[src/rtl/sps_pkg.sv]
package sps_pkg;

  localparam int BYTE_W = 8;

  typedef enum logic [2:0] {
    ST_IDLE    = 3'd0,
    ST_ADDR    = 3'd1,
    ST_CMD     = 3'd2,
    ST_DATA    = 3'd3,
    ST_SEND    = 3'd4,
    ST_WAITACK = 3'd5
  } sps_state_e;

  // field order matches the status byte, lsb first: wip, wel, bp0, bp1
  typedef struct packed {
    logic bp1;
    logic bp0;
    logic wel;
    logic wip;
  } sps_status_t;

  localparam int STAT_W = $bits(sps_status_t);

  function automatic logic [BYTE_W-1:0] sps_pack(input sps_status_t s);
    logic [BYTE_W-1:0] b;
    b = '0;
    b[STAT_W-1:0] = s;
    return b;
  endfunction

endpackage

[src/rtl/sps_rst_sync.sv]
module sps_rst_sync #(
  parameter int STAGES = 2
) (
  input  logic clk,
  input  logic rst_n,
  output logic srst_n
);

  logic [STAGES-1:0] sync_q;

  always_ff @(posedge clk or negedge rst_n) begin
    if (!rst_n) sync_q <= '0;
    else        sync_q <= {sync_q[STAGES-2:0], 1'b1};
  end

  assign srst_n = sync_q[STAGES-1];

endmodule

[src/rtl/sps_seq.sv]
module sps_seq
  import sps_pkg::*;
#(
  parameter logic [BYTE_W-1:0] HDR_BYTE = 8'h55,
  parameter logic [BYTE_W-1:0] DEV_BYTE = 8'hA0,
  parameter logic [BYTE_W-1:0] OP_READ  = 8'h05,
  parameter logic [BYTE_W-1:0] OP_WEN   = 8'h96,
  parameter logic [BYTE_W-1:0] OP_WDIS  = 8'h91,
  parameter logic [BYTE_W-1:0] OP_WSTAT = 8'h6E
) (
  input  logic              clk,
  input  logic              rst_n,
  input  logic              rx_valid,
  input  logic [BYTE_W-1:0] rx_byte,
  input  logic              ack_valid,
  input  logic              ack_mak,
  input  logic              tx_ready,
  output sps_state_e        state,
  output logic              tx_valid,
  output logic              wen_hit,
  output logic              wdis_hit,
  output logic              wst_load
);

  sps_state_e state_d;
  logic       state_en;

  always_comb begin
    state_d  = state;
    wen_hit  = 1'b0;
    wdis_hit = 1'b0;
    wst_load = 1'b0;
    case (state)
      ST_IDLE: begin
        if (rx_valid && rx_byte == HDR_BYTE) state_d = ST_ADDR;
      end
      ST_ADDR: begin
        if (rx_valid) state_d = (rx_byte == DEV_BYTE) ? ST_CMD : ST_IDLE;
      end
      ST_CMD: begin
        if (rx_valid) begin
          state_d = ST_IDLE;
          if (rx_byte == OP_READ)       state_d  = ST_SEND;
          else if (rx_byte == OP_WSTAT) state_d  = ST_DATA;
          else if (rx_byte == OP_WEN)   wen_hit  = 1'b1;
          else if (rx_byte == OP_WDIS)  wdis_hit = 1'b1;
        end
      end
      ST_DATA: begin
        if (rx_valid) begin
          wst_load = 1'b1;
          state_d  = ST_IDLE;
        end
      end
      ST_SEND: begin
        if (tx_ready) state_d = ST_WAITACK;
      end
      ST_WAITACK: begin
        if (ack_valid) state_d = ack_mak ? ST_SEND : ST_IDLE;
      end
      default: state_d = ST_IDLE;
    endcase
  end

  assign state_en = (state_d != state);

  always_ff @(posedge clk or negedge rst_n) begin
    if (!rst_n)        state <= ST_IDLE;
    else if (state_en) state <= state_d;
  end

  assign tx_valid = (state == ST_SEND);

endmodule

[src/rtl/sps_regs.sv]
module sps_regs
  import sps_pkg::*;
(
  input  logic       clk,
  input  logic       rst_n,
  input  logic       wen_hit,
  input  logic       wdis_hit,
  input  logic       wr_done,
  input  logic       wst_load,
  input  logic [1:0] wst_bp,
  output logic       wel,
  output logic [1:0] bp
);

  logic       wel_d;
  logic       wel_en;
  logic [1:0] bp_d;
  logic       bp_en;

  always_comb begin
    wel_d  = wel;
    if (wen_hit)                  wel_d = 1'b1;
    else if (wdis_hit || wr_done) wel_d = 1'b0;
    wel_en = (wel_d != wel);
    bp_d   = wst_bp;
    bp_en  = wst_load;
  end

  always_ff @(posedge clk or negedge rst_n) begin
    if (!rst_n)      wel <= 1'b0;
    else if (wel_en) wel <= wel_d;
  end

  always_ff @(posedge clk or negedge rst_n) begin
    if (!rst_n)     bp <= '0;
    else if (bp_en) bp <= bp_d;
  end

endmodule

[src/rtl/sps_txsel.sv]
module sps_txsel
  import sps_pkg::*;
(
  input  logic              valid,
  input  sps_status_t       status,
  output logic [BYTE_W-1:0] byte_o
);

  always_comb begin
    byte_o = '0;
    if (valid) byte_o = sps_pack(status);
  end

endmodule

[src/rtl/sps_status_responder.sv]
module sps_status_responder
  import sps_pkg::*;
#(
  parameter logic [7:0] HDR_BYTE  = 8'h55,
  parameter logic [7:0] DEV_BYTE  = 8'hA0,
  parameter logic [7:0] OP_READ   = 8'h05,
  parameter logic [7:0] OP_WEN    = 8'h96,
  parameter logic [7:0] OP_WDIS   = 8'h91,
  parameter logic [7:0] OP_WSTAT  = 8'h6E,
  parameter int         BP_LSB    = 2,
  parameter int         SYNC_STGS = 2
) (
  input  logic       clk,
  input  logic       rst_n,
  input  logic       rx_valid,
  input  logic [7:0] rx_byte,
  input  logic       ack_valid,
  input  logic       ack_mak,
  input  logic       busy,
  input  logic       wr_done,
  input  logic       tx_ready,
  output logic       tx_valid,
  output logic [7:0] tx_byte
);

  logic        srst_n;
  sps_state_e  state;
  logic        wen_hit;
  logic        wdis_hit;
  logic        wst_load;
  logic        wel;
  logic [1:0]  bp;
  sps_status_t status;

  sps_rst_sync #(.STAGES(SYNC_STGS)) u_rst (
    .clk    (clk),
    .rst_n  (rst_n),
    .srst_n (srst_n)
  );

  sps_seq #(
    .HDR_BYTE (HDR_BYTE),
    .DEV_BYTE (DEV_BYTE),
    .OP_READ  (OP_READ),
    .OP_WEN   (OP_WEN),
    .OP_WDIS  (OP_WDIS),
    .OP_WSTAT (OP_WSTAT)
  ) u_seq (
    .clk       (clk),
    .rst_n     (srst_n),
    .rx_valid  (rx_valid),
    .rx_byte   (rx_byte),
    .ack_valid (ack_valid),
    .ack_mak   (ack_mak),
    .tx_ready  (tx_ready),
    .state     (state),
    .tx_valid  (tx_valid),
    .wen_hit   (wen_hit),
    .wdis_hit  (wdis_hit),
    .wst_load  (wst_load)
  );

  sps_regs u_regs (
    .clk      (clk),
    .rst_n    (srst_n),
    .wen_hit  (wen_hit),
    .wdis_hit (wdis_hit),
    .wr_done  (wr_done),
    .wst_load (wst_load),
    .wst_bp   (rx_byte[BP_LSB +: 2]),
    .wel      (wel),
    .bp       (bp)
  );

  // live sampling: busy and latch are taken in the cycle the byte is offered
  assign status = '{bp1: bp[1], bp0: bp[0], wel: wel, wip: busy};

  sps_txsel u_tx (
    .valid  (tx_valid),
    .status (status),
    .byte_o (tx_byte)
  );

endmodule

[config.mk]
export PLATFORM = sky130hd
export DESIGN_NAME = sps_status_responder
export DESIGN_NICKNAME = d
export VERILOG_FILES = /design/src/rtl/sps_pkg.sv /design/src/rtl/sps_rst_sync.sv /design/src/rtl/sps_seq.sv /design/src/rtl/sps_regs.sv /design/src/rtl/sps_txsel.sv /design/src/rtl/sps_status_responder.sv
export SDC_FILE = /design/constraint.sdc
export NUM_CORES = 1
export LEC_CHECK = 0
export BUFFER_PORTS_ARGS = -buffer_cell sky130_fd_sc_hd__buf_2
export CORE_AREA = 2 2 39 41
export DETAILED_ROUTE_END_ITERATION = 16
export DIE_AREA = 0 0 41 43
export GPL_TIMING_DRIVEN = 0
export PLACE_DENSITY = 0.79
export SYNTH_ARGS = -nofsm -noshare
export SYNTH_HDL_FRONTEND = slang
export SYNTH_SLANG_ARGS = --single-unit
export TNS_END_PERCENT = 20
[constraint.sdc]
create_clock -name clk -period 1.2 [get_ports clk]
set_input_delay 0.24 -clock clk [delete_from_list [all_inputs] [get_ports clk]]
set_output_delay 0.24 -clock clk [all_outputs]
set_load 0.005 [all_outputs]
=== Word-level counts from Yosys, hierarchy flattened ===
Cells that the tools add are included.

* Register bits: 8
* Logic and storage cells: 47
* Bits of input ports: 16
* Output and inout bits: 9

* Muxes and demuxes: 27
* Equal/unequal tests: 13
* Reduce and logical (&&, ||, !) cells: 3

{| class="wikitable"
|+ Operators by type and width
! cell !! count
|-
| $eq 8x8->1 const B || 3
|-
| $mux 3 || 8
|-
| $pmux 3 s6 || 1
|-
| $eq 8x7->1 const B || 2
|-
| $mux 1 || 15
|-
| $eq 8x3->1 const B || 1
|-
| $eq 3x2->1 const B || 2
|-
| $eq 3x3->1 const B || 2
|-
| $mux 2 || 2
|-
| $mux 4 || 1
|-
| $eq 3x1->1 const B || 1
|-
| $logic_not 3->1 || 1
|-
| $ne 3x3->1 || 1
|-
| $logic_and 1x1->1 || 1
|-
| $logic_or 1x1->1 || 1
|-
| $ne 1x1->1 || 1
|}

=== Logic depth before layout (Yosys ltp) ===
Gate-level depths: netlist of run 1.

* Word-level depth: 11
* Mapped depth: 3
* Depth with buffers taken out: 3

=== Cells and area by module ===
A second synthesis of run 1 with hierarchy kept.

* Cell total of the unflattened synthesis: 55
* Area, all modules: 510.5 um^2

{| class="wikitable"
|+ By module, submodules not included
! module !! area each (um^2) !! seq. area each (um^2) !! cells an instance !! times used
|-
| sps_seq || 289.0 || 75.1 || 36 || 1
|-
| sps_regs || 108.9 || 75.1 || 7 || 1
|-
| sps_txsel || 58.8 || 0.0 || 9 || 1
|-
| sps_rst_sync || 53.8 || 50.0 || 3 || 1
|}

=== Worst setup path before layout of run 1 ===
Ideal clock, no wire load.

* Kind: reg-to-reg
* Start: reg u_seq.state[0]
* End: reg u_seq.state[0]
* Clock period less this slack: 1.437 ns
* Data required time: 1.135 ns
* Stages on the path, launching flop included: 4
* Arrival: 1.372 ns
* Library setup time: 0.065 ns
* Setup slack: -0.237 ns
* Path buffers: 0
* Path through: dfrtp_1 or4b_1 nor4_2 a2111o_1

* Longest elaborated chain between the ends: 3
* Elaborated cells between the ends (all ways): 14
* Classes of those cells: eq/ne (6); mux (7); reduce/logical (1)

{| class="wikitable"
|+ RTL lines
! item !! RTL line !! text
|-
| start: declaration || sps_seq.sv:18 || <nowiki>output sps_state_e state,</nowiki>
|-
| start signal: assignment || sps_seq.sv:69 || <nowiki>else if (state_en) state <= state_d;</nowiki>
|-
| $eq 3x3->1 (tied with other cells) || sps_seq.sv:33 || <nowiki>case (state)</nowiki>
|-
| $pmux 3 s6 || sps_seq.sv:33 ||
|-
| $ne 3x3->1 || sps_seq.sv:65 || <nowiki>assign state_en = (state_d != state);</nowiki>
|}

Several ways; a longest one is shown, not always the timed one.
A chain may end at the register's enable or synchronous reset.

=== Final worst setup path of run 1 ===
* Start: reg u_seq.state[1]
* End: reg u_seq.state[0]

Same word-level chain as after synthesis.

==> flow_results.xml, run 1 <==
<?xml version="1.0" encoding="UTF-8"?>
<metrics>
  <group name="status">
    <metric name="status" unit="">finished, violations left</metric>
    <metric name="failed_checks" unit="">setup timing</metric>
  </group>
  <group name="routing">
    <metric name="viasPerCell" unit="">5.275</metric>
    <metric name="detail_route.drc_violations" unit="">0</metric>
    <metric name="dr.first_iter.drc_count" unit="">2</metric>
    <metric name="dr.pass1.iters" unit="">4</metric>
    <metric name="routedWlPerCell" unit="µm">12.27</metric>
    <metric name="dr_total_vias" unit="">538</metric>
    <metric name="ant_nets" unit="">0</metric>
    <metric name="overall_routed_net_length" unit="µm">1252</metric>
  </group>
  <group name="yosys">
    <metric name="synth.lib_cells_used.distinct" unit="">29</metric>
    <metric name="synthesis.instances" unit="">54</metric>
    <metric name="seq_area_frac_synth" unit="">0.3661</metric>
    <metric name="cell_area_synth" unit="µm²">546.8</metric>
    <metric name="synthesis.yosys.warnings" unit="">0</metric>
    <metric name="synth_async_sr_flop_share" unit="">1.000</metric>
    <metric name="number_of_synthesized_flops_with_an_enable_pin" unit="">0</metric>
    <metric name="flop_and_latch_count_out_of_synthesis" unit="">8</metric>
    <metric name="synth-main-ff-cell" unit="">sky130_fd_sc_hd__dfrtp_1</metric>
    <metric name="syn-mean-instance-area" unit="µm²">10.13</metric>
  </group>
  <group name="grt">
    <metric name="grt_util_all_layers" unit="">0.1648</metric>
    <metric name="first_global_vias" unit="">479</metric>
    <metric name="initial_antenna_violation_count" unit="">0</metric>
    <metric name="global_route_overflow" unit="">0</metric>
    <metric name="first_pass_grt_wire_length" unit="µm">1945</metric>
    <metric name="grt_start_max_net_pins" unit="">8</metric>
  </group>
  <group name="sta">
    <metric name="post-route-period-util" unit="">1.207</metric>
    <metric name="final_critical_path_setup_slack" unit="ns">-0.2483</metric>
    <metric name="setup_viol" unit="">9</metric>
    <metric name="clock.fmax" unit="MHz">690.5</metric>
    <metric name="grt_setup_unrepaired" unit="">yes</metric>
    <metric name="timing.final.hold_violations" unit="">0</metric>
    <metric name="whs" unit="ns">0.08459</metric>
    <metric name="final.min_clock_period" unit="ns">1.448</metric>
    <metric name="clock-skew-final" unit="ns">0.006180</metric>
    <metric name="final_max_slew_viol_count" unit="">0</metric>
  </group>
  <group name="setup_path">
    <metric name="worstPathCellList" unit="">or4b_2 -&gt; nor3_2 -&gt; a2111o_1</metric>
    <metric name="r2r_setup_slack" unit="ns">-0.25</metric>
    <metric name="critical_path_cell_with_the_highest_stage_delay" unit="">sky130_fd_sc_hd__or4b_2</metric>
    <metric name="max_stage_delay" unit="ns">0.69</metric>
    <metric name="worst_ep_arrival_time" unit="ns">1.63</metric>
    <metric name="r2r-end" unit="">u_seq.state[0]</metric>
    <metric name="cp-end-kind" unit="">flop</metric>
    <metric name="worstPathMaxFanout" unit="">4</metric>
    <metric name="crit_path_end" unit="">u_seq.state[0]</metric>
    <metric name="timing.critical_path.from" unit="">u_seq.state[1]</metric>
    <metric name="timing.setup.critical_path_class" unit="">reg2reg</metric>
    <metric name="cp-start-kind" unit="">flop</metric>
    <metric name="r2r_cells" unit="">3</metric>
    <metric name="crit-reg2reg-launch" unit="">u_seq.state[1]</metric>
    <metric name="cp.required" unit="ns">1.39</metric>
  </group>
  <group name="place">
    <metric name="placedCellCount" unit="">93</metric>
    <metric name="dp.final_hpwl" unit="µm">907.6</metric>
    <metric name="io_buffers" unit="">20</metric>
    <metric name="dpl_cell_area" unit="µm²">685.7</metric>
    <metric name="globalplace.congestion" unit="">0.7417</metric>
  </group>
  <group name="power_and_ir_drop">
    <metric name="internal_power" unit="µW">620.5</metric>
    <metric name="peakVddDrop" unit="V">0.0006900</metric>
    <metric name="p_seq_frac" unit="">0.418</metric>
    <metric name="p_per_area" unit="nW/µm²">1134</metric>
    <metric name="power.net_switching" unit="µW">288.6</metric>
    <metric name="clock_power_share" unit="">0.221</metric>
    <metric name="power.static_leakage" unit="µW">0.0003715</metric>
    <metric name="switching_share" unit="">0.3175</metric>
    <metric name="totalPowerFinal" unit="µW">909.2</metric>
    <metric name="combPwrFrac" unit="">0.361</metric>
  </group>
  <group name="die">
    <metric name="die-area" unit="µm²">1763</metric>
    <metric name="die_width" unit="µm">41</metric>
    <metric name="row_cnt" unit="">14</metric>
    <metric name="start_util" unit="">0.3951</metric>
    <metric name="die_height" unit="µm">43</metric>
    <metric name="coreArea" unit="µm²">1384</metric>
    <metric name="floorplan.io_pins" unit="">25</metric>
  </group>
  <group name="layout">
    <metric name="layout-area-overhead-vs-synth" unit="%">46.68</metric>
    <metric name="postLayoutCoreUtil" unit="">0.5796</metric>
    <metric name="stdcell_area" unit="µm²">802.0</metric>
    <metric name="final_cell_count_no_fill" unit="">102</metric>
    <metric name="final_cell_mix" unit="">sky130_fd_sc_hd__buf_2, sky130_fd_sc_hd__buf_4, sky130_fd_sc_hd__conb_1, sky130_fd_sc_hd__dfrtp_1</metric>
    <metric name="insertedDiodeCount" unit="">0</metric>
    <metric name="mostFrequentLayoutCell" unit="">sky130_fd_sc_hd__buf_2</metric>
    <metric name="total_of_fill_cells_in_the_finished_design" unit="">136</metric>
    <metric name="finalNetCount" unit="">104</metric>
    <metric name="regArea" unit="µm²">203.9</metric>
    <metric name="layout-drive-gt1-share" unit="">0.5698</metric>
    <metric name="multi_input_area" unit="µm²">371.6</metric>
  </group>
  <group name="clock_tree">
    <metric name="worstSkewPairLatency" unit="ns">0.25</metric>
    <metric name="h-tree-depth" unit="">1</metric>
    <metric name="clock_tree.root_cell" unit="">sky130_fd_sc_hd__clkbuf_4</metric>
    <metric name="cts_made_buffers" unit="">3</metric>
    <metric name="tritoncts" unit="">built</metric>
    <metric name="clock_slew_seen_by_the_registers_of_the_worst_setup_and_hold_paths" unit="ns">0.06</metric>
    <metric name="clock-sinks" unit="">8</metric>
    <metric name="max-clock-path-buffers" unit="">2</metric>
  </group>
  <group name="worst_hold_path">
    <metric name="class_of_the_tightest_hold_or_removal_check" unit="">reg2async</metric>
  </group>
  <group name="flow_run">
    <metric name="max_cap_viols" unit="">0</metric>
  </group>
</metrics>
[how the worst min path moves through the flow]
stage	end	slack, ns	cells after the start
global placement	u_rst.sync_q[0]	0.02	1
CTS	u_regs.wel	0.09	0
detailed placement	u_rst.sync_q[0]	0.03	1
floorplan	u_rst.sync_q[0]	-0.06	0
global route	u_regs.wel	0.12	0
finish	u_regs.wel	0.08	0
[Yosys cell counts, types with 2 or more instances]
master | n | share of area
sky130_fd_sc_hd__mux2_2 | 2 | 0.041
sky130_fd_sc_hd__nor2_1 | 4 | 0.027
sky130_fd_sc_hd__nand4b_1 | 2 | 0.032
sky130_fd_sc_hd__nand4bb_1 | 2 | 0.041
sky130_fd_sc_hd__nand2b_1 | 2 | 0.023
sky130_fd_sc_hd__nand2_1 | 2 | 0.014
sky130_fd_sc_hd__nor3b_1 | 3 | 0.041
sky130_fd_sc_hd__dfrtp_1 | 8 | 0.37
sky130_fd_sc_hd__conb_1 | 2 | 0.014
sky130_fd_sc_hd__buf_4 | 4 | 0.055
sky130_fd_sc_hd__nor4_1 | 2 | 0.023
sky130_fd_sc_hd__and2_1 | 4 | 0.046
[timing repair]
item	CTS	global route
hold buffers	1	0
endpoints found under the hold margin	2	0
pin swaps	3	1
gates cloned	0	0
buffers inserted	4	1
resized for setup	5	6
endpoints found under the setup margin	9	11
[critical path: cells and delay by family, from the launching register on]
family	cells	cell delay (ns)
DFF	1	0.42
and+or+nand+nor	2	0.83
AOI/OAI and AO/OA	1	0.13
[power groups by stage]
stage          Clock [µW]  Combinational [µW]  Sequential, µW
2_1_floorplan           0                 131             347
3_3_place_gp            0                 206             368
3_5_place_dp            0                 209             368
4_1_cts               214                 287             372
5_1_grt               230                 364             385
6_report              201                 328             380
[final cells by class]
class,count,area share
Timing Repair Buffer,26,0.1919
Tap cell,16,0.02496
Buffer,4,0.03744
Sequential cell,8,0.2543
Multi-Input combinational cell,45,0.4633
Clock buffer,3,0.02808
[per-stage QoR]
stage / setup WS [ns] / TNS, ns
after floorplan: -0.2138 / -0.4509
after global placement: -0.3627 / -1.855
after detailed placement: -0.3764 / -1.938
after CTS: -0.2589 / -1.874
after global routing: -0.3118 / -2.331
final: -0.2483 / -1.803
[sequential cells by signal, indices dropped and copies added, names as in the netlist]
register and count:
u_seq.state 3, u_rst.sync_q 2, u_regs.bp 2, u_regs.wel 1
[per-layer routing]
layer	vias up	global-route usage	wire length, µm
li1	262	-	-
met1	259	0.2138	534
met2	17	0.2406	636
met3	0	0.07853	80
met4	0	0.04000	0
met5	-	0	0
[cell families (layout without fill, tap and decap cells)]
family | Yosys count | after routing | share of synthesized area
muxes | 2 | 2 | 0.04119
other | 2 | 5 | 0.01374
and+or+nand+nor | 32 | 32 | 0.4325
buffers and inverters | 4 | 33 | 0.05492
DFF | 8 | 8 | 0.3661
AOI/OAI and AO/OA | 6 | 6 | 0.09154
(Power assumes the default switching activity.)
==> run 2, diff against run 1 <==
- ABC_AREA: not set -> 1
- PLACE_DENSITY: 0.79 -> 0.81
==> run 2 against run 1 <==
Compared with the run above: clock skew grew 0.0075 ns; count of clock-buffer cells in the layout is the same; worst setup slack gained 0.091 ns; via count grew 16%; wire length grew 8.1%; utilization grew 0.18 points; highest routed layer is now met4; power shrank 38%; largest cell class unchanged; sequential power shrank 27%; the run still ends with setup timing left; maximum frequency grew 6.7%; register-to-register slack gained 0.24 ns.
==> flow_results.xml, run 2 <==
<?xml version="1.0" encoding="UTF-8"?>
<metrics>
  <group name="yosys">
    <metric name="syn-mean-instance-area" unit="µm²">6.500</metric>
    <metric name="synth_async_sr_flop_share" unit="">1.000</metric>
    <metric name="synth-main-ff-cell" unit="">sky130_fd_sc_hd__dfrtp_1</metric>
    <metric name="synth.lib_cells_used.distinct" unit="">17</metric>
    <metric name="flop_and_latch_count_out_of_synthesis" unit="">8</metric>
    <metric name="synthMostInstantiatedCell" unit="">sky130_fd_sc_hd__nand2_1</metric>
    <metric name="seq_area_frac_synth" unit="">0.3540</metric>
    <metric name="synthesis.instances" unit="">87</metric>
    <metric name="yosys-top-cells-area" unit="">sky130_fd_sc_hd__dfrtp_1, sky130_fd_sc_hd__nand2_1, sky130_fd_sc_hd__nor2_1</metric>
    <metric name="cell_type_with_the_largest_total_area_after_synthesis" unit="">sky130_fd_sc_hd__dfrtp_1</metric>
    <metric name="synthesis.yosys.warnings" unit="">0</metric>
    <metric name="netlist_top_cells_count" unit="">sky130_fd_sc_hd__nand2_1, sky130_fd_sc_hd__nor2_1, sky130_fd_sc_hd__inv_1</metric>
    <metric name="netlist.area_leader.share" unit="">0.3540</metric>
    <metric name="number_of_synthesized_flops_with_an_enable_pin" unit="">0</metric>
    <metric name="cell_area_synth" unit="µm²">565.5</metric>
  </group>
  <group name="die">
    <metric name="start_util" unit="">0.4087</metric>
    <metric name="row_cnt" unit="">14</metric>
    <metric name="die_width" unit="µm">41</metric>
    <metric name="die_height" unit="µm">43</metric>
    <metric name="die-area" unit="µm²">1763</metric>
    <metric name="coreArea" unit="µm²">1384</metric>
    <metric name="floorplan.io_pins" unit="">25</metric>
  </group>
  <group name="layout">
    <metric name="finalNetCount" unit="">138</metric>
    <metric name="largest_register_ff_count" unit="">3</metric>
    <metric name="top_regs" unit="">u_seq.state x3, u_regs.bp x2, u_rst.sync_q x2</metric>
    <metric name="layout-area-overhead-vs-synth" unit="%">42.26</metric>
    <metric name="register_with_the_highest_flop_count" unit="">u_seq.state</metric>
    <metric name="stdcell_area" unit="µm²">804.5</metric>
    <metric name="final_cell_count_no_fill" unit="">136</metric>
    <metric name="final_cell_mix" unit="">sky130_fd_sc_hd__buf_2, sky130_fd_sc_hd__nand2_1, sky130_fd_sc_hd__inv_1</metric>
    <metric name="layout-drive-gt1-share" unit="">0.4083</metric>
    <metric name="mostFrequentLayoutCell" unit="">sky130_fd_sc_hd__buf_2</metric>
    <metric name="insertedDiodeCount" unit="">0</metric>
  </group>
  <group name="place">
    <metric name="globalplace.congestion" unit="">0.7863</metric>
    <metric name="dp.final_hpwl" unit="µm">984.2</metric>
    <metric name="placedCellCount" unit="">126</metric>
    <metric name="io_buffers" unit="">20</metric>
    <metric name="dpl_cell_area" unit="µm²">696.9</metric>
    <metric name="pre_cts_slack" unit="ns">-0.001705</metric>
  </group>
  <group name="power_and_ir_drop">
    <metric name="power.net_switching" unit="µW">138.6</metric>
    <metric name="clock_power_share" unit="">0.364</metric>
    <metric name="p_per_area" unit="nW/µm²">701.9</metric>
    <metric name="power.static_leakage" unit="µW">0.0004537</metric>
    <metric name="combPwrFrac" unit="">0.144</metric>
    <metric name="peakVddDrop" unit="V">0.0006466</metric>
    <metric name="internal_power" unit="µW">426.1</metric>
    <metric name="p_seq_frac" unit="">0.493</metric>
    <metric name="totalPowerFinal" unit="µW">564.7</metric>
    <metric name="switching_share" unit="">0.2455</metric>
  </group>
  <group name="grt">
    <metric name="first_pass_grt_wire_length" unit="µm">2139</metric>
    <metric name="initial_antenna_violation_count" unit="">0</metric>
    <metric name="global_route_overflow" unit="">0</metric>
    <metric name="first_global_vias" unit="">559</metric>
    <metric name="grt_start_max_net_pins" unit="">7</metric>
    <metric name="grt_util_all_layers" unit="">0.1797</metric>
  </group>
  <group name="clock_tree">
    <metric name="clock-sinks" unit="">8</metric>
    <metric name="worstSkewPairLatency" unit="ns">0.26</metric>
    <metric name="clock_slew_seen_by_the_registers_of_the_worst_setup_and_hold_paths" unit="ns">0.06</metric>
    <metric name="tritoncts" unit="">built</metric>
    <metric name="max-clock-path-buffers" unit="">2</metric>
    <metric name="h-tree-depth" unit="">1</metric>
    <metric name="clock_tree.root_cell" unit="">sky130_fd_sc_hd__clkbuf_4</metric>
    <metric name="cts_made_buffers" unit="">3</metric>
  </group>
  <group name="setup_path">
    <metric name="timing.setup.critical_path_class" unit="">reg2out</metric>
    <metric name="worstPathMaxFanout" unit="">5</metric>
    <metric name="cp.required" unit="ns">0.96</metric>
    <metric name="cp-start-kind" unit="">flop</metric>
    <metric name="worst_ep_arrival_time" unit="ns">1.12</metric>
    <metric name="cp-end-kind" unit="">output port</metric>
  </group>
  <group name="sta">
    <metric name="timing.final.hold_violations" unit="">0</metric>
    <metric name="final_max_slew_viol_count" unit="">0</metric>
    <metric name="post-route-period-util" unit="">1.131</metric>
    <metric name="grt_setup_unrepaired" unit="">yes</metric>
    <metric name="fin_setup_tns" unit="ns">-0.7402</metric>
    <metric name="final.min_clock_period" unit="ns">1.358</metric>
    <metric name="setup_viol" unit="">6</metric>
    <metric name="clock-skew-final" unit="ns">0.01371</metric>
    <metric name="final_critical_path_setup_slack" unit="ns">-0.1577</metric>
    <metric name="clock.fmax" unit="MHz">736.6</metric>
  </group>
  <group name="status">
    <metric name="status" unit="">finished, violations left</metric>
    <metric name="failed_checks" unit="">setup timing</metric>
  </group>
  <group name="routing">
    <metric name="dr_total_vias" unit="">624</metric>
    <metric name="ant_nets" unit="">0</metric>
    <metric name="overall_routed_net_length" unit="µm">1354</metric>
    <metric name="viasPerCell" unit="">4.588</metric>
    <metric name="detail_route.drc_violations" unit="">0</metric>
    <metric name="routedWlPerCell" unit="µm">9.956</metric>
    <metric name="dr.first_iter.drc_count" unit="">6</metric>
    <metric name="dr.pass1.iters" unit="">3</metric>
  </group>
  <group name="worst_hold_path">
    <metric name="class_of_the_tightest_hold_or_removal_check" unit="">reg2async</metric>
  </group>
  <group name="flow_run">
    <metric name="max_cap_viols" unit="">0</metric>
  </group>
</metrics>
run 2: per-layer routing:
| metal | wire length (µm) | track usage |
|---|---|---|
| met5 | 0 | 0 |
| met4 | 14 | 0.07333 |
| met3 | 68 | 0.08901 |
| met2 | 740 | 0.2906 |
| met1 | 530 | 0.1867 |
run 2: through the flow:
stage,hold slack [ns],util
after CTS,0.09368,0.5533
final,0.07594,0.5814
after global routing,0.1073,0.5814
after floorplan,-0.05559,-
after detailed placement,0.02721,0.5036
after global placement,0.02427,0.5036
run 2: path summary, 6_finish.rpt:
path,depth (start not counted),slack (ns),startpoint,end
max,4,-0.16,u_seq.state[1],tx_byte[2]
min,0,0.08,u_rst.sync_q[1],u_regs.bp[0]
max reg2reg,7,-0.01,u_seq.state[1],u_regs.wel
min reg2reg,0,0.08,u_rst.sync_q[1],u_regs.bp[0]
max in group asynchronous,2,0.81,rst_n,u_rst.sync_q[1]
min in group clk,3,0.22,ack_mak,u_seq.state[2]
run 2: cell type report:
cell class,instances,area (µm²)
clock buffers,3,22.52
flip-flops and latches,8,201.4
repair buffers,27,161.4
well taps,16,20.02
multi-input cells,62,309.0
inverters,16,60.06
plain buffers,4,30.03
fillers,141,579.3
run 2: repair_timing:
item / CTS / global route
pin swaps: 3 / 3
setup buffers: 4 / 2
hold buffers: 1 / 0
resized for setup: 3 / 7
setup endpoints to repair: 5 / 6
hold endpoints to repair: 2 / 0
run 2: cell families (layout without fill, tap and decap cells):
logic type	Yosys count	in the layout	share of synthesized area
compound gates	4	4	0.04647
buf+inv	20	50	0.1593
flops	8	8	0.3540
other cells	2	5	0.01328
simple gates	53	53	0.4270
run 2: power groups by stage:
stage | sequential, µW | combinational [µW] | clock (µW)
floorplan | 282 | 40.7 | 0
global placement | 283 | 74.7 | 0
detailed placement | 283 | 76.4 | 0
CTS | 279 | 79.5 | 209
global route | 279 | 93.6 | 222
finish | 278 | 81.1 | 205
run 2: worst max-delay path, cell delays in order (launching register included):
cell                      delay [ns]
sky130_fd_sc_hd__dfrtp_1        0.42
sky130_fd_sc_hd__nor2_4         0.16
sky130_fd_sc_hd__nand2_4        0.09
sky130_fd_sc_hd__nor2_1         0.08
sky130_fd_sc_hd__buf_2          0.11
